==> src/rtl/ptt_pkg.sv <==
package ptt_pkg;
  typedef enum logic [1:0] {
    PTT_NOP    = 2'b00,
    PTT_ALLOC  = 2'b01,
    PTT_UPDATE = 2'b10,
    PTT_FREE   = 2'b11
  } ptt_cmd_e;

  function automatic int idx_bits(input int n);
    return (n > 1) ? $clog2(n) : 1;
  endfunction
endpackage

==> src/rtl/ptt_free_finder.sv <==
module ptt_free_finder #(
  parameter int ENTRIES = 8,
  localparam int IDX_W = ptt_pkg::idx_bits(ENTRIES)
) (
  input  logic [ENTRIES-1:0] slot_valid,
  output logic [IDX_W-1:0]   first_free,
  output logic               all_used
);
  // Scan from the top down so the lowest empty slot is the last to win.
  always_comb begin
    first_free = '0;
    for (int i = ENTRIES - 1; i >= 0; i--) begin
      if (!slot_valid[i]) first_free = IDX_W'(i);
    end
    all_used = &slot_valid;
  end
endmodule

==> src/rtl/ptt_match_port.sv <==
module ptt_match_port #(
  parameter int ENTRIES = 8,
  parameter int TAG_W   = 10,
  parameter int SET_W   = 5,
  parameter int STATE_W = 3,
  parameter int OWNER_W = 4,
  parameter int SHR_W   = 8,
  localparam int IDX_W  = ptt_pkg::idx_bits(ENTRIES)
) (
  input  logic [TAG_W-1:0]                q_tag,
  input  logic [SET_W-1:0]                q_set,
  input  logic [ENTRIES-1:0]              slot_valid,
  input  logic [ENTRIES-1:0][TAG_W-1:0]   slot_tag,
  input  logic [ENTRIES-1:0][SET_W-1:0]   slot_set,
  input  logic [ENTRIES-1:0][STATE_W-1:0] slot_state,
  input  logic [ENTRIES-1:0][OWNER_W-1:0] slot_owner,
  input  logic [ENTRIES-1:0][SHR_W-1:0]   slot_shr,
  output logic                            hit,
  output logic [IDX_W-1:0]                index,
  output logic [STATE_W-1:0]              state,
  output logic [OWNER_W-1:0]              owner,
  output logic [SHR_W-1:0]                sharers
);
  logic [ENTRIES-1:0] match;

  always_comb begin
    for (int i = 0; i < ENTRIES; i++) begin
      match[i] = slot_valid[i] && (slot_tag[i] == q_tag) && (slot_set[i] == q_set);
    end
  end

  always_comb begin
    hit   = 1'b0;
    index = '0;
    for (int i = ENTRIES - 1; i >= 0; i--) begin
      if (match[i]) begin
        hit   = 1'b1;
        index = IDX_W'(i);
      end
    end
  end

  // Contents are forced to zero on a miss so stale data never leaks out.
  always_comb begin
    state   = hit ? slot_state[index] : '0;
    owner   = hit ? slot_owner[index] : '0;
    sharers = hit ? slot_shr[index]   : '0;
  end
endmodule

==> src/rtl/ptt_table.sv <==
module ptt_table #(
  parameter int ENTRIES  = 8,
  parameter int LK_PORTS = 3,
  parameter int TAG_W    = 10,
  parameter int SET_W    = 5,
  parameter int STATE_W  = 3,
  parameter int OWNER_W  = 4,
  parameter int SHR_W    = 8,
  localparam int IDX_W   = ptt_pkg::idx_bits(ENTRIES)
) (
  input  logic                             clk,
  input  logic                             rst_n,
  input  logic [LK_PORTS-1:0][TAG_W-1:0]   lk_tag,
  input  logic [LK_PORTS-1:0][SET_W-1:0]   lk_set,
  output logic [LK_PORTS-1:0]              lk_hit,
  output logic [LK_PORTS-1:0][IDX_W-1:0]   lk_index,
  output logic [LK_PORTS-1:0][STATE_W-1:0] lk_state,
  output logic [LK_PORTS-1:0][OWNER_W-1:0] lk_owner,
  output logic [LK_PORTS-1:0][SHR_W-1:0]   lk_sharers,
  input  logic                             wr_valid,
  output logic                             wr_ready,
  input  logic [1:0]                       wr_cmd,
  input  logic [IDX_W-1:0]                 wr_index,
  input  logic [TAG_W-1:0]                 wr_tag,
  input  logic [SET_W-1:0]                 wr_set,
  input  logic [STATE_W-1:0]               wr_state,
  input  logic [OWNER_W-1:0]               wr_owner,
  input  logic [SHR_W-1:0]                 wr_sharers,
  output logic [IDX_W-1:0]                 free_index,
  output logic                             full
);
  import ptt_pkg::*;

  logic [ENTRIES-1:0]              valid_q;
  logic [ENTRIES-1:0][TAG_W-1:0]   tag_q;
  logic [ENTRIES-1:0][SET_W-1:0]   set_q;
  logic [ENTRIES-1:0][STATE_W-1:0] state_q;
  logic [ENTRIES-1:0][OWNER_W-1:0] owner_q;
  logic [ENTRIES-1:0][SHR_W-1:0]   shr_q;

  ptt_cmd_e cmd;
  logic     wr_fire;

  assign cmd      = ptt_cmd_e'(wr_cmd);
  assign wr_ready = !((cmd == PTT_ALLOC) && full);
  assign wr_fire  = wr_valid && wr_ready;

  ptt_free_finder #(.ENTRIES(ENTRIES)) i_free (
    .slot_valid (valid_q),
    .first_free (free_index),
    .all_used   (full)
  );

  always_ff @(posedge clk or negedge rst_n) begin
    if (!rst_n) begin
      valid_q <= '0;
      tag_q   <= '0;
      set_q   <= '0;
      state_q <= '0;
      owner_q <= '0;
      shr_q   <= '0;
    end else if (wr_fire) begin
      unique case (cmd)
        PTT_ALLOC: begin
          valid_q[wr_index] <= 1'b1;
          tag_q[wr_index]   <= wr_tag;
          set_q[wr_index]   <= wr_set;
          state_q[wr_index] <= wr_state;
          owner_q[wr_index] <= wr_owner;
          shr_q[wr_index]   <= wr_sharers;
        end
        PTT_UPDATE: begin
          state_q[wr_index] <= wr_state;
          owner_q[wr_index] <= wr_owner;
          shr_q[wr_index]   <= wr_sharers;
        end
        PTT_FREE: valid_q[wr_index] <= 1'b0;
        default: ;
      endcase
    end
  end

  for (genvar p = 0; p < LK_PORTS; p++) begin : g_port
    ptt_match_port #(
      .ENTRIES (ENTRIES),
      .TAG_W   (TAG_W),
      .SET_W   (SET_W),
      .STATE_W (STATE_W),
      .OWNER_W (OWNER_W),
      .SHR_W   (SHR_W)
    ) i_match (
      .q_tag      (lk_tag[p]),
      .q_set      (lk_set[p]),
      .slot_valid (valid_q),
      .slot_tag   (tag_q),
      .slot_set   (set_q),
      .slot_state (state_q),
      .slot_owner (owner_q),
      .slot_shr   (shr_q),
      .hit        (lk_hit[p]),
      .index      (lk_index[p]),
      .state      (lk_state[p]),
      .owner      (lk_owner[p]),
      .sharers    (lk_sharers[p])
    );


    lk_hit_real_chk: assert property (@(posedge clk) disable iff (!rst_n)
      lk_hit[p] |-> (valid_q[lk_index[p]] && tag_q[lk_index[p]] == lk_tag[p]
                     && set_q[lk_index[p]] == lk_set[p]));
  end


  free_slot_empty_chk: assert property (@(posedge clk) disable iff (!rst_n)
    !full |-> !valid_q[free_index]);


  alloc_sets_valid_chk: assert property (@(posedge clk) disable iff (!rst_n)
    (wr_valid && wr_ready && cmd == PTT_ALLOC) |=> valid_q[$past(wr_index)]);


  free_clears_chk: assert property (@(posedge clk) disable iff (!rst_n)
    (wr_valid && cmd == PTT_FREE) |=> !valid_q[$past(wr_index)]);


  update_keeps_tag_chk: assert property (@(posedge clk) disable iff (!rst_n)
    (wr_valid && cmd == PTT_UPDATE) |=> (tag_q[$past(wr_index)] == $past(tag_q[wr_index])));


  alloc_when_full_chk: assert property (@(posedge clk) disable iff (!rst_n)
    (wr_valid && cmd == PTT_ALLOC && full) |=> $stable(valid_q));
endmodule

==> config.mk <==
export PLATFORM = sky130hd
export DESIGN_NAME = ptt_table
export DESIGN_NICKNAME = d
export VERILOG_FILES = /design/src/rtl/ptt_pkg.sv /design/src/rtl/ptt_free_finder.sv /design/src/rtl/ptt_match_port.sv /design/src/rtl/ptt_table.sv
export SDC_FILE = /design/constraint.sdc
export NUM_CORES = 1
export LEC_CHECK = 0
export ABC_CLOCK_PERIOD_IN_PS = 6800
export BUFFER_PORTS_ARGS = -buffer_cell sky130_fd_sc_hd__buf_4
export CORE_AREA = 3 3 239 147
export DETAILED_ROUTE_END_ITERATION = 6
export DIE_AREA = 0 0 242 150
export PLACE_DENSITY = 0.71
export SLEW_MARGIN = 10
export SYNTH_ARGS = -nofsm -noshare
export SYNTH_HDL_FRONTEND = slang
export SYNTH_SLANG_ARGS = --single-unit
==> constraint.sdc <==
create_clock -name clk -period 6.8 [get_ports clk]
set_input_delay 0.34 -clock clk [delete_from_list [all_inputs] [get_ports clk]]
set_output_delay 0.34 -clock clk [all_outputs]
set_load 0.01 [all_outputs]
* Word-level counts from Yosys, hierarchy flattened
Index checks and enable logic that the tools add are counted.
** Operators by class
- Magnitude comparators :: 5
- Equality and inequality tests :: 51
- Muxes and demuxes :: 101
- Bitwise logic cells :: 3
- Reduce and logical (&&, ||, !) cells :: 58
** Operators by type and width (number)
- $eq A10 B10 Y1 :: 24
- $eq A5 B5 Y1 :: 24
- $mux W3 :: 39
- $bwmux W80 :: 1
- $bmux W8 S3 :: 3
- $bwmux W64 :: 1
- $mux W8 :: 7
- $logic_and A1 B1 Y1 :: 51
- $bwmux W40 :: 1
- $bmux W4 S3 :: 3
- $bwmux W32 :: 1
- $demux W10 S3 :: 1
- $mux W4 :: 7
- $bmux W3 S3 :: 3
- $mux W1 :: 25
- $bwmux W24 :: 1
- $demux W8 S3 :: 1
- $lt A3 B4 Y1 const B :: 4
- $pmux W8 S2 :: 1
- $demux W5 S3 :: 1
- $demux W4 S3 :: 1
- $mux W10 :: 1
- $demux W3 S3 :: 1
- $and A8 B8 Y8 :: 1
- 12 further kinds :: 15
** Word-level totals
- Register bits after elaboration :: 248
- Output and inout port bits :: 62
- Word-level logic and storage cells :: 259

* Depth between registers and ports, before layout
Gate-level depths: netlist of the first run.
- Word-level depth :: 14
- Gate-level depth with buffers :: 12
- Depth with buffers taken out :: 8

* Cells and area by module
Synthesis of the first run repeated with hierarchy kept, for this count alone.
** Unflattened totals
- Cell total of the unflattened synthesis :: 1808
- Area, all modules :: 18856.8 sq um
** Modules (own cells, without submodules)
- ptt_table :: instances 1, cells each 562, area each 9566.7 sq um, seq. area each 6206.0 sq um
- ptt_match_port :: instances 3, cells each 411, area each 3071.7 sq um, seq. area each 0.0 sq um
- ptt_free_finder :: instances 1, cells each 13, area each 75.1 sq um, seq. area each 0.0 sq um

* Least setup slack after synthesis of the first run
OpenSTA, ideal clock, no wires.
- Kind :: input port to output port
- Start :: input port lk_tag[24] in the netlist's numbering
- End :: output port lk_owner[10] in the netlist's numbering
- Arrival time :: 2638 ps
- Data required time :: 6460 ps
- Setup slack :: 3822 ps
- Stages :: 12
- Path buffers :: 4
- Path through :: buf_2 xnor2_2 nand4_1 or4_4 o41a_1 a221oi_2 buf_6 o21a_4 buf_6 buf_12 mux2i_1 o221ai_1
** RTL lines
- start, declared :: RTL line ptt_table.sv:13 : input logic [LK_PORTS-1:0][TAG_W-1:0] lk_tag,
- end, declared :: RTL line ptt_table.sv:18 : output logic [LK_PORTS-1:0][OWNER_W-1:0] lk_owner,

==> results of run 1 <==
-- sequential cells by signal, summed over array words and instances, names as in the netlist, named ones only --
| name | count |
|---|---|
| owner_q | 32 |
| set_q | 40 |
| shr_q | 64 |
| state_q | 24 |
| tag_q | 80 |
-- cell usage in the layout, fill, tap and decap left out, drive strengths merged, types with 2 or more instances in the layout --
cell | netlist | layout
xnor2 | 360 | 360
dfrtp | 248 | 248
mux2 | 240 | 240
nand4 | 194 | 194
buf | 61 | 170
nand2 | 112 | 112
mux2i | 89 | 89
nor2 | 84 | 84
o21ai | 36 | 36
nor4 | 36 | 36
a22o | 31 | 31
o221ai | 31 | 31
clkbuf | 75 | 31
a311oi | 30 | 30
o221a | 30 | 30
a22oi | 28 | 28
nand3 | 22 | 22
a211o | 14 | 14
or4 | 14 | 14
inv | 7 | 9
a21oi | 7 | 7
nor3 | 7 | 7
or2 | 6 | 6
nand2b | 5 | 5
and2 | 4 | 4
clkinvlp | 0 | 4
a211oi | 3 | 3
nor2b | 3 | 3
a21boi | 3 | 3
nand3b | 3 | 3
bufinv | 0 | 3
o21bai | 2 | 2
a31oi | 2 | 2
nand4b | 2 | 2
ha | 2 | 2
clkinv | 0 | 2
-- kinds of logic after synthesis --
family	after synthesis	share of synthesized area
xor+xnor	360	0.174
fa+ha+maj	2	0.00138
mux	329	0.198
buf+inv	143	0.0372
simple gates	497	0.146
flops	248	0.341
compound gates	227	0.103
-- routing by layer --
layer | GRT usage | routed length, µm
met1 | 0.669 | 36500
met3 | 0.306 | 17800
met2 | 0.530 | 28700
met4 | 0.0885 | 2200
met5 | 0.0201 | 94
-- synth_stat cells, types with 3 or more instances --
master	count	area, µm²
xnor2_1	359	3140
dfrtp_1	248	6210
mux2_2	240	2700
nand4_1	194	1210
nand2_1	112	420
mux2i_1	89	891
nor2_1	84	315
clkbuf_1	75	282
buf_2	45	225
o21ai_0	34	170
nor4_1	32	200
a22o_1	31	272
o221ai_1	31	272
a311oi_1	30	263
o221a_2	29	327
a22oi_1	28	210
nand3_1	22	110
a211o_1	14	123
or4_1	13	97.6
buf_4	8	60.1
a21oi_1	7	35.0
inv_1	7	26.3
nor3_1	7	35.0
or2_2	6	37.5
buf_6	5	56.3
nand2b_1	5	31.3
and2_1	4	25.0
a211oi_1	3	22.5
a21boi_0	3	22.5
nand3b_1	3	22.5
nor2b_1	3	18.8
nor4_2	3	37.5
-- final timing paths --
kind,start,to,slack (ns)
setup / recovery,tag_q[33],lk_sharers[16],1.46
hold / removal,wr_state[2],state_q[8],0.07
setup reg to reg,flip-flop,tag_q[36],3.45
hold reg to reg,state_q[2],state_q[2],0.57
max in group asynchronous,rst_n,shr_q[31],4.93
min in group asynchronous,rst_n,shr_q[37],0.34
-- stage by stage --
stage	hold WS, ns	power (mW)	worst slack (ns)	utilization	instances
2_1_floorplan	0.0444	3.32	3.82	-	1806
3_3_place_gp	0.343	4.03	2.25	0.585	2299
3_5_place_dp	0.344	4.06	2.21	0.585	2299
4_1_cts	0.0627	5.53	1.71	0.610	2342
5_1_grt	0.0790	5.83	1.47	0.610	2342
6_report	0.0700	5.70	1.46	0.610	2342
-- report_power, final --
part / total [mW] / internal (mW) / switching [mW] / leakage (nW)
clock: 1.48 / 0.817 / 0.666 / 0.394
sequential: 2.61 / 1.81 / 0.800 / 3.11
combinational: 1.60 / 0.754 / 0.850 / 3.96
total: 5.70 / 3.38 / 2.32 / 7.46
-- critical path: stages, from the launching register on --
cell and delay (ns):
dfrtp_1 0.44, xnor2_1 0.54, nand4_1 0.17, or4_4 0.57, o41a_1 0.16, a221oi_4 0.74
buf_4 0.56, o21a_4 0.45, mux2i_1 0.13, o221ai_1 0.41, buf_4 0.21
-- final cells by class --
class                   count  share of cell area
clock buffers              31              0.0329
clock inverters            11             0.00794
inverters                   7             0.00129
multi-input cells        1415               0.560
flip-flops and latches    248               0.305
well taps                 459              0.0283
repair buffers            171              0.0643
==> impl_metrics.ini, run 1 <==
[run_status]
status = complete, but fails checks
violations = design-rule violations

[clock_network]
holdBufCountCts = 1
numCtsBuffers = 25
clock_latency_ns = 0.59
cts_tree = built
cts.sinks = 248
cts_root_buf = clkbuf_16
cts-htree-levels = 1
post_cts_resized = 0
clk_path_buf_depth = 3
cts_setup_buffers = 0
clk_pin_slew_ns = 0.07

[sta]
fmax_mhz = 187
finalSetupTns_ns = 0
slew_headroom = 0.0937
drv_slew = 0
period_minus_slack_ns = 5.34
setup_viol = 0
hold_viol = 0
min_period_over_period = 0.785
worst_pin_slew_ns = 1.36
rsz0062_at_grt = false
finalClockSkew_ns = 0.0238

[min_path]
hold_depth = 2
min_path_type = primary input to flip-flop

[critical_path]
worstSetupEndpointType = output pin
reg2reg_depth = 7
worstPathArrival_ns = 5.00
cp-start-kind = flip-flop
required_ns = 6.46
crit_fanout = 33
crit_type = flip-flop to output pin

[final_layout]
drive_above_1_share = 0.267
multi_input_area_um2 = 11400
antenna_cells = 0
area_growth_pct = 11.8
nFillCells = 2822
final_cell_area_um2 = 20300
nets = 1953
area.sequential_um2 = 6210

[route]
ant_nets = 0
drtIter0Drc = 3034
post-route-drc-count = 13
dr.pass1.iters = 7
viasPerCell = 7.33
wire_per_inst_um = 36.4
routed-via-count = 17170
totalWireLength_um = 85300

[yosys]
synth-edff-count = 0
synth-seq-cells = 248
ys.flop_type = dfrtp_1
ys_seq_area_frac = 0.341
netlist_instances = 1806
avgSynthCellArea_um2 = 10.1
synth.net_count = 1891
netlist_area_um2 = 18200
yosysWarnings = 0
yosysUniqueCellTypes = 58
synth-async-reset-ratio = 1.00

[power_and_ir_drop]
p_per_area_nw_per_um2 = 280
ir_drop_uv = 234
leakage_nw = 7.46

[global_route]
track_usage = 0.456
antenna_found_initial = 1
grt_pass1_vias = 16061
grt.overflow.total = 0
grt_pass1_wl_um = 118000
grt_max_degree = 172

[placed_design]
placement.cell_area_um2 = 19500
gp_congestion = 1.09
post-dp-hpwl_um = 63600
portBuffers = 144

[job]
drv_cap = 0

[floorplanning]
start_util = 0.546
io_pins = 145
die_h_um = 150
die_area_um2 = 36300
core-area_um2 = 33300
die_w_um = 242
row_count = 52
Power figures use the tool's default switching activity.
==> run 2, diff against run 1 <==
--- a/config.mk
+++ b/config.mk
@@ -5,12 +5,12 @@
 export SDC_FILE = /design/constraint.sdc
 export NUM_CORES = 1
 export LEC_CHECK = 0
-export ABC_CLOCK_PERIOD_IN_PS = 6800
+export ABC_CLOCK_PERIOD_IN_PS = 4500
 export BUFFER_PORTS_ARGS = -buffer_cell sky130_fd_sc_hd__buf_4
 export CORE_AREA = 3 3 239 147
 export DETAILED_ROUTE_END_ITERATION = 6
 export DIE_AREA = 0 0 242 150
-export PLACE_DENSITY = 0.71
+export PLACE_DENSITY = 0.74
 export SLEW_MARGIN = 10
 export SYNTH_ARGS = -nofsm -noshare
 export SYNTH_HDL_FRONTEND = slang
==> constraint.sdc (replaced) <==
create_clock -name clk -period 4.5 [get_ports clk]
set_input_delay 0.225 -clock clk [delete_from_list [all_inputs] [get_ports clk]]
set_output_delay 0.225 -clock clk [all_outputs]
set_load 0.01 [all_outputs]
==> impl_metrics.ini, run 2 (synthesis results as in run 1) <==
[critical_path]
cp-start-kind = flip-flop
worstPathArrival_ns = 4.33
crit_chain = xnor2_1 -> nand4_1 -> nor4_1 -> a21oi_1 -> o311ai_4 -> buf_4 -> mux2i_1 -> nor2_1 -> a211o_1 -> buf_4
cpMaxStageDelayCell = buf_4
slowest_delay_ns = 0.56
required_ns = 4.28
crit_fanout = 30
crit_type = flip-flop to output pin
worstSetupEndpointType = output pin
path_common_cell = buf_4

[job]
drv_cap = 0

[sta]
slew_headroom = 0.113
fin_ws_ns = -0.0580
setup_viol = 1
finalSetupTns_ns = -0.0580
period_minus_slack_ns = 4.56
min_period_over_period = 1.01
rsz0062_at_grt = false
worst_pin_slew_ns = 1.33
finalClockSkew_ns = 0.0134
drv_slew = 0
hold_viol = 0
fmax_mhz = 219

[route]
routed-via-count = 17121
post-route-drc-count = 0
totalWireLength_um = 81100
dr.pass1.iters = 6
drtIter0Drc = 2759
ant_nets = 0
viasPerCell = 7.20
wire_per_inst_um = 34.1

[clock_network]
numCtsBuffers = 25
cts.sinks = 248
cts_tree = built
clock_latency_ns = 0.55
cts_root_buf = clkbuf_16
cts-htree-levels = 1
clk_path_buf_depth = 3
clk_pin_slew_ns = 0.07

[floorplanning]
core-area_um2 = 33300
die_area_um2 = 36300
row_count = 52
io_pins = 145
die_w_um = 242
start_util = 0.546
die_h_um = 150

[final_layout]
mostFrequentLayoutCells = xnor2_1 (359), dfrtp_1 (248), mux2_2 (240)
drive_above_1_share = 0.276
regMostFlops = tag_q
area_growth_pct = 13.8
nFillCells = 2769
largest_reg_flops = 80
nets = 1988
layout_commonest_cell = xnor2_1
reg.largest.list = tag_q x80, shr_q x64, set_q x40

[global_route]
grt_pass1_vias = 15972
grt_pass1_wl_um = 115000
antenna_found_initial = 2
grt_max_degree = 109
track_usage = 0.436
grt.overflow.total = 0

[power_and_ir_drop]
p_per_area_nw_per_um2 = 405
leakage_nw = 7.68
ir_drop_uv = 370

[placed_design]
portBuffers = 144
gp_congestion = 1.11
post-dp-hpwl_um = 58700
pre_cts_ws_ns = 0.521

[run_status]
status = complete, but fails checks
violations = negative setup slack

[min_path]
min_path_type = primary input to flip-flop
-- run 2: changes by cell type in the layout (fill, tap and decap cells not counted), sizes merged --
cell         before  now
buf             170  195
dlygate4sd3       1   11
clkinv            2    7
clkbuf           31   28
clkinvlp          4    1
bufinv            3    5
inv               9    7
diode             0    1
-- run 2: final timing paths --
kind | start | end | slack [ns] | depth (start not counted)
setup / recovery | set_q[39] | lk_sharers[7] | -0.06 | 10
hold / removal | wr_state[2] | state_q[11] | 0.03 | 2
setup reg to reg | flip-flop | owner_q[15] | 1.28 | 8
hold reg to reg | shr_q[5] | shr_q[5] | 0.57 | 1
max in group asynchronous | rst_n | tag_q[53] | 3.02 | 3
min in group asynchronous | rst_n | owner_q[16] | 0.31 | 2
-- run 2: worst max-delay path, delay by kind of cell, from the launching register on --
family	cells	cell delay (ns)
compound gates	3	1.20
xor+xnor	1	0.36
buf+inv	2	0.75
flops	1	0.44
mux	1	0.28
simple gates	3	0.70
-- run 2: what timing repair did --
action / in CTS / in global routing
hold endpoints to repair: 171 / 0
gates resized for setup: 1 / 0
endpoints found under the setup margin: 2 / 0
buffers inserted: 0 / 0
hold buffers: 11 / 0
-- run 2: report_power, final --
part / switching, mW / internal [mW] / total, mW
combinational: 1.20 / 1.15 / 2.35
clock: 0.961 / 1.33 / 2.29
sequential: 0.993 / 2.74 / 3.74
total: 3.16 / 5.23 / 8.39
-- run 2: per-layer routing --
layer | GRT usage | up-vias | share of wire
met5 | 0 | - | 0
met4 | 0.130 | 0 | 0.037
met3 | 0.192 | 244 | 0.17
met2 | 0.549 | 1529 | 0.36
met1 | 0.655 | 8412 | 0.43
li1 | - | 6936 | -
-- run 2: through the flow --
step            util  total power, mW  instances  hold WS (ns)  cell area, µm²
6_report       0.621             8.39       2377        0.0285           20700
5_1_grt        0.621             8.68       2376        0.0189           20700
2_1_floorplan      -             5.02       1806       -0.0706           18200
3_3_place_gp   0.592             5.91       2324         0.326           19700
4_1_cts        0.621             8.25       2376       0.00545           20700
3_5_place_dp   0.592             5.95       2324         0.334           19700
-- run 2: cell type report --
class / instances / area (µm²) / share of cell area
sequential: 248 / 6210 / 0.300
clock buffer: 28 / 657 / 0.0317
antenna: 1 / 2.50 / 0.000121
timing repair buffer: 206 / 1640 / 0.0794
tap: 459 / 574 / 0.0277
inverter: 7 / 26.3 / 0.00127
clock inverter: 13 / 204 / 0.00985
multi-input combinational: 1415 / 11400 / 0.550
